## src/rtl/wdsw_pkg.sv

```systemverilog
package wdsw_pkg;
  typedef struct packed {
    logic wrap;   // tick taken at all-ones count
    logic wake;   // registered wake-up pulse
  } wdsw_evt_t;
endpackage

```

## src/rtl/wdsw_presc.sv

```systemverilog
module wdsw_presc #(
  parameter int PRESC_W = 8
) (
  input  logic clk,
  input  logic rst,
  output logic tick_o
);
  localparam logic [PRESC_W-1:0] DIV_LAST = {PRESC_W{1'b1}};

  logic [PRESC_W-1:0] div_q;

  always_ff @(posedge clk) begin
    if (rst) div_q <= '0;
    else     div_q <= div_q + 1'b1;
  end

  assign tick_o = (div_q == DIV_LAST);


  tick_gap_chk: assert property (@(posedge clk) disable iff (rst)
    tick_o |=> !tick_o);
endmodule

```

## src/rtl/wdsw_counter.sv

```systemverilog
module wdsw_counter
  import wdsw_pkg::*;
#(
  parameter int CNT_W = 16,
  parameter int RLD_W = 8
) (
  input  logic             clk,
  input  logic             rst,
  input  logic             tick_i,
  input  logic             run_i,
  input  logic             svc_i,
  input  logic [RLD_W-1:0] svc_val_i,
  input  logic             sleep_i,
  output logic [CNT_W-1:0] cnt_o,
  output wdsw_evt_t        evt_o
);
  localparam int               LOW_W  = CNT_W - RLD_W;
  localparam logic [CNT_W-1:0] ALL1   = {CNT_W{1'b1}};
  localparam logic [CNT_W-1:0] HALF_M = {1'b0, {(CNT_W-1){1'b1}}};

  logic [CNT_W-1:0] cnt_q;
  logic [RLD_W-1:0] rld_q;
  logic             wake_q;
  logic             step;
  logic             at_top;

  assign step   = tick_i & run_i & ~svc_i;
  assign at_top = (cnt_q == ALL1);

  always_ff @(posedge clk) begin
    if (rst) begin
      cnt_q  <= '0;
      rld_q  <= '0;
      wake_q <= 1'b0;
    end else begin
      wake_q <= step & sleep_i & (cnt_q == HALF_M);
      if (svc_i) begin
        cnt_q <= {svc_val_i, {LOW_W{1'b0}}};
        rld_q <= svc_val_i;
      end else if (step) begin
        if (at_top) cnt_q <= {rld_q, {LOW_W{1'b0}}};
        else        cnt_q <= cnt_q + 1'b1;
      end
    end
  end

  assign cnt_o      = cnt_q;
  assign evt_o.wrap = step & at_top;
  assign evt_o.wake = wake_q;


  svc_load_chk: assert property (@(posedge clk) disable iff (rst)
    svc_i |=> (cnt_q == {$past(svc_val_i), {LOW_W{1'b0}}}));

  hold_chk: assert property (@(posedge clk) disable iff (rst)
    (!run_i && !svc_i) |=> $stable(cnt_q));

  wake_msb_chk: assert property (@(posedge clk) disable iff (rst)
    wake_q |-> (cnt_q[CNT_W-1] && cnt_q[CNT_W-2:0] == '0));

  wake_pulse_chk: assert property (@(posedge clk) disable iff (rst)
    wake_q |=> !wake_q);
endmodule

```

## src/rtl/wdsw_guard.sv

```systemverilog
module wdsw_guard (
  input  logic clk,
  input  logic rst,
  input  logic wrap_i,
  input  logic svc_i,
  input  logic sw_rst_i,
  input  logic en_i,
  input  logic dbg_en_i,
  input  logic dbg_susp_i,
  output logic run_o,
  output logic rst_req_o,
  output logic err_o,
  output logic first_o,
  output logic halt_o
);
  logic dbg_arm_q;
  logic rst_req_q;
  logic err_q;
  logic first_q;
  logic halt_q;

  always_ff @(posedge clk) begin
    if (rst) begin
      dbg_arm_q <= dbg_en_i;
      rst_req_q <= 1'b0;
      err_q     <= 1'b0;
      first_q   <= 1'b0;
      halt_q    <= 1'b0;
    end else begin
      if (sw_rst_i) dbg_arm_q <= dbg_en_i;
      rst_req_q <= wrap_i & ~first_q;
      if (wrap_i & first_q) halt_q <= 1'b1;
      if (wrap_i)     first_q <= 1'b1;
      else if (svc_i) first_q <= 1'b0;
      if (wrap_i)        err_q <= 1'b1;
      else if (sw_rst_i) err_q <= 1'b0;
    end
  end

  assign run_o     = en_i & ~halt_q & ~(dbg_arm_q & dbg_susp_i);
  assign rst_req_o = rst_req_q;
  assign err_o     = err_q;
  assign first_o   = first_q;
  assign halt_o    = halt_q;


  rst_pulse_chk: assert property (@(posedge clk) disable iff (rst)
    rst_req_q |=> !rst_req_q);

  rst_flags_chk: assert property (@(posedge clk) disable iff (rst)
    rst_req_q |-> (err_q && first_q));

  halt_sticky_chk: assert property (@(posedge clk) disable iff (rst)
    halt_q |=> halt_q);

  halt_no_rst_chk: assert property (@(posedge clk) disable iff (rst)
    $rose(halt_q) |-> !rst_req_q);

  svc_first_chk: assert property (@(posedge clk) disable iff (rst)
    (svc_i && !wrap_i) |=> !first_q);
endmodule

```

## src/rtl/wdsw_top.sv

```systemverilog
module wdsw_top
  import wdsw_pkg::*;
#(
  parameter int CNT_W   = 16,
  parameter int RLD_W   = 8,
  parameter int PRESC_W = 8
) (
  input  logic             clk,
  input  logic             rst_por,
  input  logic             wdg_en,
  input  logic             svc_stb,
  input  logic [RLD_W-1:0] svc_val,
  input  logic             cpu_sleep,
  input  logic             dbg_en,
  input  logic             dbg_susp,
  input  logic             sw_rst,
  output logic [CNT_W-1:0] cnt_o,
  output logic             err_o,
  output logic             first_o,
  output logic             rst_req_o,
  output logic             wake_o,
  output logic             halt_o
);
  logic      tick;
  logic      run;
  wdsw_evt_t evt;

  wdsw_presc #(.PRESC_W(PRESC_W)) u_presc (
    .clk    (clk),
    .rst    (rst_por),
    .tick_o (tick)
  );

  wdsw_counter #(.CNT_W(CNT_W), .RLD_W(RLD_W)) u_cnt (
    .clk       (clk),
    .rst       (rst_por),
    .tick_i    (tick),
    .run_i     (run),
    .svc_i     (svc_stb),
    .svc_val_i (svc_val),
    .sleep_i   (cpu_sleep),
    .cnt_o     (cnt_o),
    .evt_o     (evt)
  );

  wdsw_guard u_guard (
    .clk        (clk),
    .rst        (rst_por),
    .wrap_i     (evt.wrap),
    .svc_i      (svc_stb),
    .sw_rst_i   (sw_rst),
    .en_i       (wdg_en),
    .dbg_en_i   (dbg_en),
    .dbg_susp_i (dbg_susp),
    .run_o      (run),
    .rst_req_o  (rst_req_o),
    .err_o      (err_o),
    .first_o    (first_o),
    .halt_o     (halt_o)
  );

  assign wake_o = evt.wake;


  dis_quiet_chk: assert property (@(posedge clk) disable iff (rst_por)
    !wdg_en |=> !(wake_o || rst_req_o));
endmodule

```

## config.mk

```make
export PLATFORM = sky130hd
export DESIGN_NAME = wdsw_top
export DESIGN_NICKNAME = d
export VERILOG_FILES = /design/src/rtl/wdsw_pkg.sv /design/src/rtl/wdsw_presc.sv /design/src/rtl/wdsw_counter.sv /design/src/rtl/wdsw_guard.sv /design/src/rtl/wdsw_top.sv
export SDC_FILE = /design/constraint.sdc
export NUM_CORES = 1
export LEC_CHECK = 0
export BUFFER_PORTS_ARGS = -buffer_cell sky130_fd_sc_hd__buf_2
export CAP_MARGIN = 20
export CORE_MARGIN = 1
export CORE_UTILIZATION = 35
export DETAILED_ROUTE_END_ITERATION = 16
export RECOVER_POWER = 100
export SLEW_MARGIN = 20
export SYNTH_ARGS = -nofsm -noshare
export SYNTH_HDL_FRONTEND = slang
export SYNTH_SLANG_ARGS = --single-unit
```

## constraint.sdc

```tcl
create_clock -name clk -period 2.49 [get_ports clk]
set_input_delay 0.249 -clock clk [delete_from_list [all_inputs] [get_ports clk]]
set_output_delay 0.249 -clock clk [all_outputs]
set_load 0.02 [all_outputs]
```

==> impl.org, run 1 <==
** Status
- The run finished with clean final reports.

** Setup path
- The critical path goes through ha_1 -> nand2_1 -> a2111o_1 -> or3_4 -> a2111oi_0 -> a311oi_1.
- Library cell contributing the largest single delay on the critical path :: a2111o_1
- Buffers plus inverters on the worst setup path :: 0
- In this run the worst path has a maximum fanout of 4.
- For this run, the slowest stage of the critical path takes approximately 400 ps.
- Among cell families on the critical path, the largest total delay comes from compound AO/OA/AOI/OAI gates.
- Worst setup SP type :: flop
- The critical path is of the flop to flop type.
- The worst setup path is captured at a flop.
- Data arrival at the endpoint of the critical path :: between 2000 and 2500 ps
- Worst EP required :: ~2600 ps
- For flop-to-flop paths, the worst setup slack is approximately 340 ps.

** Cells and area
- Post-layout nets :: between 200 and 300
- Multi-input combinational cell area :: 942 um2
- The number of antenna diodes in the final layout is 0.
- Across the whole layout, storage elements account for between 700 and 800 um2.
- Ratio of cells with drive above 1 in the final layout :: 0.111
- Fill cell instance count of the final layout :: 516
- Once layout is complete, the cells apart from fillers number 311.
- Final core utilization :: 0.434
- From synthesis to final layout, the design area changed by 17.7%.

** Floorplan
- Total die area :: 5330 um2
- Floorplan row count :: 25
- Area inside the core boundary :: roughly 4800 um2
- Chip Width :: approximately 73 um
- The die is about 73 um tall.
- Number of top-level pins :: 37
- For this configuration, the core starts out at a cell density of 0.369.

** Route
- First DRT Iteration DRCs :: between 80 and 90
- The routed layout has between 1.5k and 2k vias.
- Signal routing reaches up to met4.
- WL met3 :: 230 um
- In the routed layout, each cell is associated on average with a via count of about 5.2.
- Routed metal-1 wirelength :: approximately 2100 um
- Total DRC errors in the routed layout :: 0
- The first detailed-routing pass took 4 iterations.
- Once detail routing completed, the nets flagged for antenna violations numbered 0.
- For this block, the routed nets add up to approximately 4400 um of wire.
- Met2 WL post-DR :: between 2000 and 2500 um
- Dividing the detail-routed wire length by the instance count gives ~14 um.

** Hold path
- In this run the worst hold path is classified as primary input to flop.

** Clock tree
- The clock drives 38 sinks.
- Clock tree from TritonCTS :: done
- The cell sitting at the root of the clock tree is a clkbuf_8.
- Buffers inserted during clock tree synthesis total 5.
- Max clock buf depth :: 2
- Clock latency of the later-clocked register in the worst-skew pair :: ~290 ps
- The number of gates resized after CTS was 0.
- Count of buffers added by post-CTS timing repair for setup :: 0
- The number of hold buffers added after CTS was 0.
- The clock tree synthesis step divided the H-tree into 2 levels.
- Clock slew seen by the registers of the worst setup and hold paths :: roughly 70 ps

** Synthesis
- Number of flops mapped to enable cells by yosys :: 1
- Top FF cell, synth :: dfxtp_1
- Combined area of all synthesized cells :: approximately 1800 um2
- Post-synthesis cell type with the largest combined area :: dfxtp_1
- Yosys printed 0 warnings.
- Number of synthesized register bits :: 38
- Dividing the synthesized area by the synthesized cell count gives approximately 8.7 um2.
- Post-synthesis async set-or-reset flop share :: 0
- The number of nets in the synthesized netlist is between 200 and 250.
- Synthesis produced 203 cells.
- In this run, distinct cell masters in the synthesized netlist total 42.
- In the post-synthesis netlist, the biggest area contributors are dfxtp_1 42%, nor2_1 6.2%, xnor2_1 4.5%.
- Of the post-synthesis cell area, the dominant cell type holds 0.420.
- Sequential share of the synthesized area :: 0.437

** Timing
- Final setup vio count :: 0
- Max-slew headroom :: 0.166
- Across the routed clock network, the largest skew measured is just under 5 ps.
- Peak Freq :: 0.464 GHz
- Time the final worst path needs with I/O delays and setup :: approximately 2200 ps
- The final hold violation count is 0.
- The number of max-slew violations in the final report is 0.
- Final Cycle Share :: 0.865
- At the pin with the least slew margin, the transition time is between 1000 and 1500 ps.
- Summed over all failing endpoints, the final setup total negative slack is 0 ps.
- Setup repair after global routing left no endpoint under its margin.

** Power and ir drop
- For this design the static power due to leakage is 0.721 nW.
- Clock power frac :: 0.367
- Pwr per Cell Area :: between 500 and 600 nW/um2
- Switch Pwr :: just under 0.3 mW
- Of the total power, combinational logic draws 0.081.
- Of the total power, the share spent switching nets is 0.250.
- Worst IR Drop VDD :: 0.000232 V
- Internal Power :: slightly below 0.9 mW
- Of the total power, registers draw 0.552.

** Place
- Number of I/O port buffers :: 36
- In this run, placement finished with an instance count of 303.
- Routability congestion estimate from global placement :: 0.865
- Detailed placement finished with a half-perimeter wire length of ~3100 um.

** Global route
- Wire length of the first global-routing pass :: roughly 7100 um
- Total routing usage reported by global routing :: 0.179
- Remaining global-route overflow :: 0
- The via count of the first global-routing pass is ~1.5k.
- Maximum number of pins on one net before global-route repair :: 26
- The initial antenna violation count is 0.

** Run
- Number of maximum-capacitance constraint violations :: 0
-- cell usage after synthesis, types with 2 or more instances --
library cell	count
nand3_1	15
a21oi_1	8
o211ai_1	2
dfxtp_1	37
xor2_1	6
clkbuf_1	7
nor4_1	6
or3_1	4
inv_1	4
nor3_1	7
mux2i_1	7
nand4_1	5
xnor2_1	9
a21o_1	2
ha_1	2
o22ai_1	3
o21ai_0	3
and3_1	2
nand2_1	20
and4_1	2
a31oi_1	2
o21a_1	2
nor2_1	29
-- power by group through the flow --
stage	combinational, mW	sequential [mW]	clock [mW]
final	0.0964	0.659	0.438
after global routing	0.107	0.663	0.482
after CTS	0.100	0.659	0.452
after detailed placement	0.0996	0.673	0
after global placement	0.0990	0.672	0
after floorplan	0.0556	0.676	0
-- sequential cells by signal (all words and copies together) (netlist names) --
register,cells
u_cnt.cnt_o,16
u_guard.err_o,1
u_guard.rst_req_o,1
u_guard.first_o,1
u_guard.halt_o,1
u_cnt.rld_q,8
u_cnt.wake_q,1
u_guard.dbg_arm_q,1
u_presc.div_q,8
-- metrics by stage --
stage / worst slack, ps / hold slack (ps) / area (um2) / power, mW
after floorplan: 461 / 348 / 1770 / 0.732
after global placement: 463 / 427 / 2030 / 0.771
after detailed placement: 419 / 429 / 2030 / 0.772
after CTS: 405 / 132 / 2120 / 1.21
after global routing: 215 / 125 / 2080 / 1.25
final: 337 / 138 / 2080 / 1.19
-- worst paths after layout --
check / cells past startpoint / start / endpoint
setup / recovery: 6 / u_presc.div_q[0]$_SDFF_PP0_ / u_cnt.cnt_o[8]$_SDFFE_PP0P_
setup reg to reg: 6 / u_presc.div_q[0]$_SDFF_PP0_ / u_cnt.cnt_o[8]$_SDFFE_PP0P_
hold / removal: 1 / dbg_en / u_guard.dbg_arm_q$_DFFE_PP_
hold reg to reg: 1 / u_presc.div_q[0]$_SDFF_PP0_ / u_presc.div_q[0]$_SDFF_PP0_
-- layer usage --
layer | vias to the layer above | track usage
met4 | 0 | 0.0479
met5 | - | 0
met2 | 43 | 0.272
met1 | 761 | 0.241
met3 | 2 | 0.0594
li1 | 808 | -
-- worst register-to-register path: cells and delay by family (launching register included) --
kind	cells	cell delay [ps]
AO/OA/AOI/OAI	3	890
AND/OR/NAND/NOR	2	540
flip-flops	1	370
adder cells (fa/ha/maj)	1	220
-- placed cells by master (no fill, tap or decap), drive strengths merged, types with 4 or more instances in the layout --
master  synthesis  layout
a21oi           8       8
buf             0      15
clkbuf          7      32
dfxtp          37      37
inv             4       4
mux2i           7       7
nand2          20      20
nand3          16      16
nand4           5       5
nor2           29      29
nor3            7       7
nor4            6       6
o21ai           4       4
or3             5       5
xnor2           9       9
xor2            6       6
-- final cells by class --
type	count	share of cell area
Multi-Input combinational cell	154	0.453
Sequential cell	38	0.371
Timing Repair Buffer	40	0.0843
Clock buffer	7	0.0415
Tap cell	67	0.0403
Inverter	4	0.00722
Clock inverter	1	0.00241
-- cell families after synthesis --
group | share of synthesized area
AO/OA/AOI/OAI | 0.137
XOR/XNOR | 0.0744
adder cells (fa/ha/maj) | 0.0142
buffers and inverters | 0.0234
flip-flops | 0.437
multiplexers | 0.0461
AND/OR/NAND/NOR | 0.269
No activity file was read; power rests on OpenSTA's default activity.
==> inputs of run 2 (changes only) <==
--- a/config.mk
+++ b/config.mk
@@ -14,4 +14,5 @@
 export SLEW_MARGIN = 20
 export SYNTH_ARGS = -nofsm -noshare
 export SYNTH_HDL_FRONTEND = slang
+export SYNTH_HIERARCHICAL = 1
 export SYNTH_SLANG_ARGS = --single-unit
==> impl.org, run 2 <==
** Power and ir drop
- Power, Total :: 1.18 mW (-1.4%)
- The maximum vdd ir drop came to 0.000305 V (+31%).
- Pwr per Cell Area :: 574 nW/um2 (-0.12%)
- Reported leakage power :: 0.747 nW (+3.5%)

** Cells and area
- The flip-flop count of the largest register after layout was 16 (unchanged).
- Number of antenna repair diodes :: 0 (unchanged)
- The number of nets at the end of the flow is 256 (-1.9%).
- Leaving out fill and tap cells, the most frequent cells in the layout are 37 x dfxtp_1, 31 x nor2_1, 24 x clkbuf_1.
- Ratio of cells with drive above 1 in the final layout :: 0.126 (+0.0149)
- Area Overhead vs Synth :: 13.8%
- The total non-filler cell area in the finished layout was 2050 um2 (-1.3%).
- Most common cell after layout, fill and taps aside :: dfxtp_1
- The number of filler cells placed in the layout was 543 (+5.2%).

** Global route
- Wire length of the first global-routing pass :: 6310 um (-12%)
- The via count of the first global-routing pass is 1372 (-6.0%).
- The total global routing track utilization came to 0.154 (-0.0246).
- Met2 Resource Use GR :: 0.229 (-0.0422)
- Antenna violations before repair :: 0 (unchanged)
- The global routing usage on met3 is 0.0412 (-0.0182).
- The total congestion overflow after global routing is 0 (unchanged).
- Global routing met1 resource utilization :: 0.212 (-0.0292)
- The pin count of the biggest net entering global routing was 30 (+15%).
- In this run the most used layer during global routing was met2.

** Setup path
- Library cell contributing the largest single delay on the critical path :: nor3_1
- STA classifies the critical path endpoint as a flop.
- The critical path starts at u_cnt/cnt_o[0]$_SDFFE_PP0P_.
- Worst EP required :: 2700 ps (+60 ps)
- The largest fanout on the critical path is 7 (+3).
- The maximum cell stage delay along the critical path came to 530 ps (+130 ps).
- Crit Reg-Reg Startpoint :: u_cnt/cnt_o[0]$_SDFFE_PP0P_
- Critical path start-end classification :: flop to flop
- Series of cell instances along the critical path :: ha_1 -> nand2_1 -> nor3_1 -> nand2_1 -> nor2_1 -> inv_1 -> nor3_1
- Worst setup SP type :: flop
- Data arrival at the endpoint of the critical path :: 2360 ps (+50 ps)

** Timing
- Setup repair after global routing left no endpoint under its margin.
- The worst clock skew on the final layout is 4.83 ps (-0.0853 ps).
- The final cycle utilization of the critical path is 0.864 (-0.00125).
- The aggregate negative setup slack is 0 ps (unchanged).
- Time the final worst path needs with I/O delays and setup :: 2150 ps (-3.11 ps)
- Final setup vio count :: 0 (unchanged)
- Final Worst Setup Slack :: 340 ps (+3.11 ps)
- Count of pins over their slew limit :: 0 (unchanged)
- Count of final hold-check violations :: 0 (unchanged)
- The pin slew with the least headroom to its limit is 1010 ps (-239 ps).
- The maximum achievable frequency was 0.465 GHz (+0.14%).
- Max-slew headroom :: 0.325 (+0.159)

** Clock tree
- Max clock buf depth :: 2 (unchanged)
- Clock tree from TritonCTS :: done
- Count of H-tree levels built during CTS :: 2 (unchanged)
- The register clock-pin slew on the reported worst setup and hold paths is 70 ps (about the same).
- Post-cts hold buffer count :: 0 (unchanged)
- CTS Root Cell :: clkbuf_8
- Count of buffers added by post-CTS timing repair for setup :: 0 (unchanged)
- TritonCTS Sinks :: 38 (unchanged)
- Clock latency of the later-clocked register in the worst-skew pair :: 290 ps (about the same)
- The TritonCTS buffer count was 5 (unchanged).
- The number of gates given a new drive strength after cts came to 0 (unchanged).

** Place
- The area of placed instances is 2020 um2 (-0.62%).
- The count of input and output buffers came to 36 (unchanged).
- The global placer's final weighted congestion came to 0.780 (-9.8%).
- Detailed placer's ending HPWL :: 2800 um (-11%)
- The worst setup slack before clock tree synthesis came to 440 ps (+20.8 ps).

** Floorplan
- Number of top-level pins :: 37 (unchanged)
- Chip Width :: 73.8 um (+1.0%)
- The cell row count is 25 (unchanged).
- The chip height came to 73.8 um (+1.0%).
- The die area was 5440 um2 (+2.0%).
- The initial core utilization came to 0.372 (+0.00272).
- The total core area is 4850 um2 (+1.3%).

** Synthesis
- Combined area of all synthesized cells :: 1800 um2 (+2.1%)
- Synthesis warning total :: 6 (+6)
- Share of Yosys cell area claimed by the top area cell type :: 0.411 (-0.00845)
- By count the netlist is led by 37 x dfxtp_1, 31 x nor2_1, 16 x a21oi_1, 15 x nand2_1, 10 x nand3_1.
- Post-synthesis cell type with the largest combined area :: dfxtp_1
- Synth unique cells :: 47 (+12%)
- The register bit total from synthesis is 38 (unchanged).
- The number of synthesized flops with an enable pin is 1 (unchanged).
- Syn Area/Cell :: 8.96 um2 (+3.1%)
- The share of async-settable or async-resettable flops after synthesis was 0 (unchanged).
- In the post-synthesis netlist, the cell with the most instances is dfxtp_1.
- For this run, the leading register cell type out of synthesis is dfxtp_1.
- Synth Net Count :: 219 (-0.90%)
- Synthesized instance count :: 201 (-0.99%)
- Sequential share of the synthesized area :: 0.428 (-0.00879)
- Top cells by area, synth :: dfxtp_1 41%, nor2_1 6.5%, a21oi_1 4.4%

** Hold path
- Start point of the worst hold path :: dbg_en
- The tightest min-delay check is of the primary input to flop type.

** Route
- DR pass1 iterations :: 4 (unchanged)
- Routed wire per std cell :: 12.7 um (-9.6%)
- Total DRC errors in the routed layout :: 0 (unchanged)
- Post-detailed-route via-to-cell ratio :: 5.00 (-3.7%)
- The residual antenna-violating net count after detailed routing is 0 (unchanged).
- The total wire length came to 3900 um (-11%).
- Overall via count from detail_route :: 1529 (-5.3%)
- The violation count after the first detailed-route iteration came to 77 (-9.4%).

** Status
- The run finished with clean final reports.

** Run
- Number of maximum-capacitance constraint violations :: 0 (unchanged)
run 2: metrics by stage:
| stage | std cells | utilization | hold WS [ps] |
|---|---|---|---|
| finish | 306 | 0.423 | 134 |
| floorplan | 201 | - | 318 |
| detailed placement | 298 | 0.417 | 428 |
| CTS | 306 | 0.436 | 125 |
| global placement | 298 | 0.417 | 430 |
| global route | 306 | 0.423 | 119 |
run 2: path summary, 6_finish.rpt:
path | to | cells after the start | slack [ps]
worst min register to register | u_presc/div_q[0]$_SDFF_PP0_ | 1 | 450
worst max-delay path | u_guard/rst_req_o$_SDFF_PP0_ | 7 | 340
worst max register to register | u_guard/rst_req_o$_SDFF_PP0_ | 7 | 340
worst min-delay path | u_guard/dbg_arm_q$_DFFE_PP_ | 1 | 130
run 2: power by group:
group	internal [mW]	switching (mW)
Combinational	0.0393	0.0518
Sequential	0.631	0.0183
Clock	0.223	0.213
run 2: kinds of logic (layout without fill, tap and decap cells):
group                      after synthesis  after routing  synth area share
and+or+nand+nor                         89             89             0.271
AOI/OAI and AO/OA                       40             40             0.148
DFF                                     38             38             0.428
xor gates and xnor gates                14             14            0.0681
buffers and inverters                   13             51            0.0438
muxes                                    5              5            0.0278
adders and majority gates                2              2            0.0139
run 2: critical path: cells and delay by family (launching register included):
family	cells	cell delay, ps
DFF	1	410
adders and majority gates	1	220
buffers and inverters	1	90
and+or+nand+nor	5	1350
run 2: final cells by class:
cell class,instances,area (um2),area share
sequential,38,771,0.376
clock buffer,7,86.3,0.0421
clock inverter,1,5.00,0.00244
tap,67,83.8,0.0409
inverter,5,18.8,0.00915
timing repair buffer,38,164,0.0799
multi-input combinational,150,922,0.450
run 2: routing by layer:
| layer | vias up | wire [um] |
|---|---|---|
| met5 | - | 0 |
| met4 | 0 | 49 |
| met3 | 4 | 161 |
| met2 | 29 | 1690 |
| met1 | 713 | 2000 |
| li1 | 783 | - |
==> inputs of run 3 (changes only) <==
==> constraint.sdc (replaced) <==
create_clock -name clk -period 2 [get_ports clk]
set_input_delay 0.2 -clock clk [delete_from_list [all_inputs] [get_ports clk]]
set_output_delay 0.2 -clock clk [all_outputs]
set_load 0.02 [all_outputs]
==> impl.org, run 3 (synthesized netlist as in run 2, its figures left out) <==
** Floorplan
- Effective utilization at floorplan :: 0.372 (unchanged)
- The horizontal die dimension is 73.8 um (unchanged).
- The die area came to 5440 um2 (unchanged).
- Number of top-level pins :: 37 (unchanged)
- The total core area came to 4850 um2 (unchanged).
- The chip height was 73.8 um (unchanged).
- Floorplan row count :: 25 (unchanged)

** Clock tree
- Clock tree from TritonCTS :: done
- The CTS sink count was 38 (unchanged).
- Count of buffers added by post-CTS timing repair for setup :: 0 (unchanged)
- The TritonCTS buffer count was 5 (unchanged).
- CTS Root Cell :: clkbuf_8
- The maximum level of the CTS H-tree is 2 (unchanged).
- Clock slew seen by the registers of the worst setup and hold paths :: 70 ps (about the same)
- Clock latency of the later-clocked register in the worst-skew pair :: 290 ps (about the same)
- Post-cts hold buffer count :: 0 (unchanged)
- Quantity of gates resized following cts :: 0 (unchanged)
- Max clock buf depth :: 2 (unchanged)

** Cells and area
- The flip-flop count of the largest register after layout is 16 (unchanged).
- The library cell used most frequently in the layout, excluding fill and tap cells, is dfxtp_1.
- The library cells used most frequently in the layout, excluding fill and tap cells, are 37 x dfxtp_1, 31 x nor2_1, 27 x clkbuf_1.
- Design Area, Final :: 2140 um2 (+4.3%)
- Ratio of cells with drive above 1 in the final layout :: 0.169 (+0.0432)
- Area Overhead vs Synth :: 18.7%
- The number of filler cells placed in the layout was 521 (-4.1%).
- Post-layout nets :: 266 (+3.9%)
- The antenna diode count is 0 (unchanged).

** Timing
- Count of final hold-check violations :: 0 (unchanged)
- Time the final worst path needs with I/O delays and setup :: 1830 ps (-319 ps)
- Post-route setup TNS :: 0 ps (unchanged)
- Peak Freq :: 0.546 GHz (+17%)
- Count of pins over their slew limit :: 0 (unchanged)
- Setup repair after global routing left no endpoint under its margin.
- The final cycle utilization of the critical path was 0.916 (+0.0521).
- The pin slew with the least headroom to its limit came to 1240 ps (+229 ps).
- Worst clock skew :: 4.51 ps (-0.324 ps)
- The tightest slew margin relative to the limit came to 0.173 (-0.153).
- The count of endpoints failing setup in the final report was 0 (unchanged).
- The setup slack of the critical path after layout is 169 ps (-171 ps).

** Power and ir drop
- The total power per unit cell area is 689 nW/um2 (+20%).
- The cell leakage power was 0.814 nW (+9.0%).
- The total power came to 1.47 mW (+25%).
- The maximum vdd ir drop was 0.000341 V (+12%).

** Route
- Total DRC errors in the routed layout :: 0 (unchanged)
- The violation count after the first detailed-route iteration came to 82 (+6.5%).
- The average wire per cell in the routed design came to 13.0 um (+1.9%).
- Overall via count from detail_route :: 1565 (+2.4%)
- Routed wire length :: 4100 um (+5.2%)
- The total iterations of the first detailed-routing run came to 4 (unchanged).
- Remaining antenna violation count :: 0 (unchanged)
- Post-detailed-route via-to-cell ratio :: 4.95 (-0.88%)

** Setup path
- The critical path goes through ha_2 -> nand3_1 -> nor2_1 -> buf_4 -> nand3b_4 -> or2_2 -> nor2_1 -> xnor2_1 -> nor2_1.
- Data arrival at the endpoint of the critical path :: 2020 ps (-340 ps)
- Cell occurring most often along the worst timing path :: nor2_1
- The worst register-to-register path begins at u_presc/div_q[0]$_SDFF_PP0_.
- The slowest stage of the critical path belongs to the cell dfxtp_1.
- STA classifies the critical path startpoint as a flop.
- FF-to-FF End :: u_cnt/cnt_o[5]$_SDFFE_PP0P_
- The required time of the critical path is 2190 ps (-510 ps).
- The maximum cell stage delay along the critical path was 360 ps (-170 ps).
- STA classifies the critical path endpoint as a flop.
- The critical path is of the flop to flop type.
- Register-to-register setup slack :: 170 ps (-170 ps)
- Number of cells on the worst reg-to-reg path :: 9 (+2)
- The largest fanout on the critical path came to 7 (unchanged).

** Place
- The area of placed instances was 2100 um2 (+3.7%).
- Detailed placer's ending HPWL :: 2950 um (+5.5%)
- Number of I/O port buffers :: 36 (unchanged)
- The global placer's final weighted congestion was 0.800 (+2.6%).
- The worst setup slack before clock tree synthesis is 169 ps (-271 ps).

** Global route
- Via count of the first global-routing pass :: 1432 (+4.4%)
- Antenna violations before repair :: 0 (unchanged)
- Total routing usage reported by global routing :: 0.169 (+0.0148)
- The wire length of the first global-routing pass was 6820 um (+8.1%).
- Remaining global-route overflow :: 0 (unchanged)
- Maximum number of pins on one net before global-route repair :: 29 (-3.3%)

** Hold path
- The worst hold path terminates at u_guard/dbg_arm_q$_DFFE_PP_.
- The startpoint identified for the worst hold timing path is dbg_en.
- The worst hold path stage count is 1 (unchanged).
- Tightest Hold Check Type :: primary input to flop

** Run
- Number of maximum-capacitance constraint violations :: 0 (unchanged)

** Status
- The flow ran to the end, and the final reports show no timing, DRC or antenna violations.
## run 3: power by group
| part | leakage, nW | internal, mW | switching (mW) |
|---|---|---|---|
| clock network | 0.0482 | 0.278 | 0.263 |
| logic | 0.454 | 0.0543 | 0.0715 |
| registers | 0.312 | 0.785 | 0.0215 |
| total | 0.814 | 1.12 | 0.356 |
## run 3: final cells by class
class	instances	area, um2	area share
flip-flops and latches	38	771	0.360
well taps	67	83.8	0.0392
clock inverters	1	5.00	0.00234
clock buffers	7	86.3	0.0404
multi-input cells	150	943	0.441
repair buffers	48	230	0.108
inverters	5	18.8	0.00878
## run 3: how the worst max path moves through the flow
stage	slack [ps]	startpoint	end	cells after the start
6_report	170	u_presc/div_q[0]$_SDFF_PP0_	u_cnt/cnt_o[5]$_SDFFE_PP0P_	9
5_1_grt	20	u_cnt/cnt_o[1]$_SDFFE_PP0P_	u_cnt/cnt_o[14]$_SDFFE_PP0P_	7
4_1_cts	160	u_presc/div_q[0]$_SDFF_PP0_	u_cnt/cnt_o[5]$_SDFFE_PP0P_	9
3_5_place_dp	170	u_presc/div_q[0]$_SDFF_PP0_	u_cnt/cnt_o[5]$_SDFFE_PP0P_	9
3_3_place_gp	220	u_presc/div_q[0]$_SDFF_PP0_	u_cnt/cnt_o[7]$_SDFFE_PP0P_	9
2_1_floorplan	190	u_presc/div_q[0]$_SDFF_PP0_	u_cnt/cnt_o[12]$_SDFFE_PP0P_	7
## run 3: layer usage
metal	track usage	up-vias	part of all wire
met5	0	-	0
met1	0.230	714	0.50
li1	-	808	-
met4	0.0833	0	0.021
met3	0.0466	6	0.041
met2	0.244	37	0.43
## run 3: critical path, delay by kind of cell (launching register included)
| family | cells | cell delay [ps] |
|---|---|---|
| flip-flops | 1 | 360 |
| AND/OR/NAND/NOR | 6 | 870 |
| XOR/XNOR | 1 | 130 |
| adder cells (fa/ha/maj) | 1 | 220 |
| buffers and inverters | 1 | 140 |
## run 3: stage by stage
| stage | cells | hold WS, ps | util |
|---|---|---|---|
| 2_1_floorplan | 201 | 269 | - |
| 4_1_cts | 316 | 69.2 | 0.451 |
| 3_5_place_dp | 308 | 382 | 0.432 |
| 5_1_grt | 316 | 70.4 | 0.441 |
| 6_report | 316 | 78.6 | 0.441 |
| 3_3_place_gp | 308 | 381 | 0.432 |
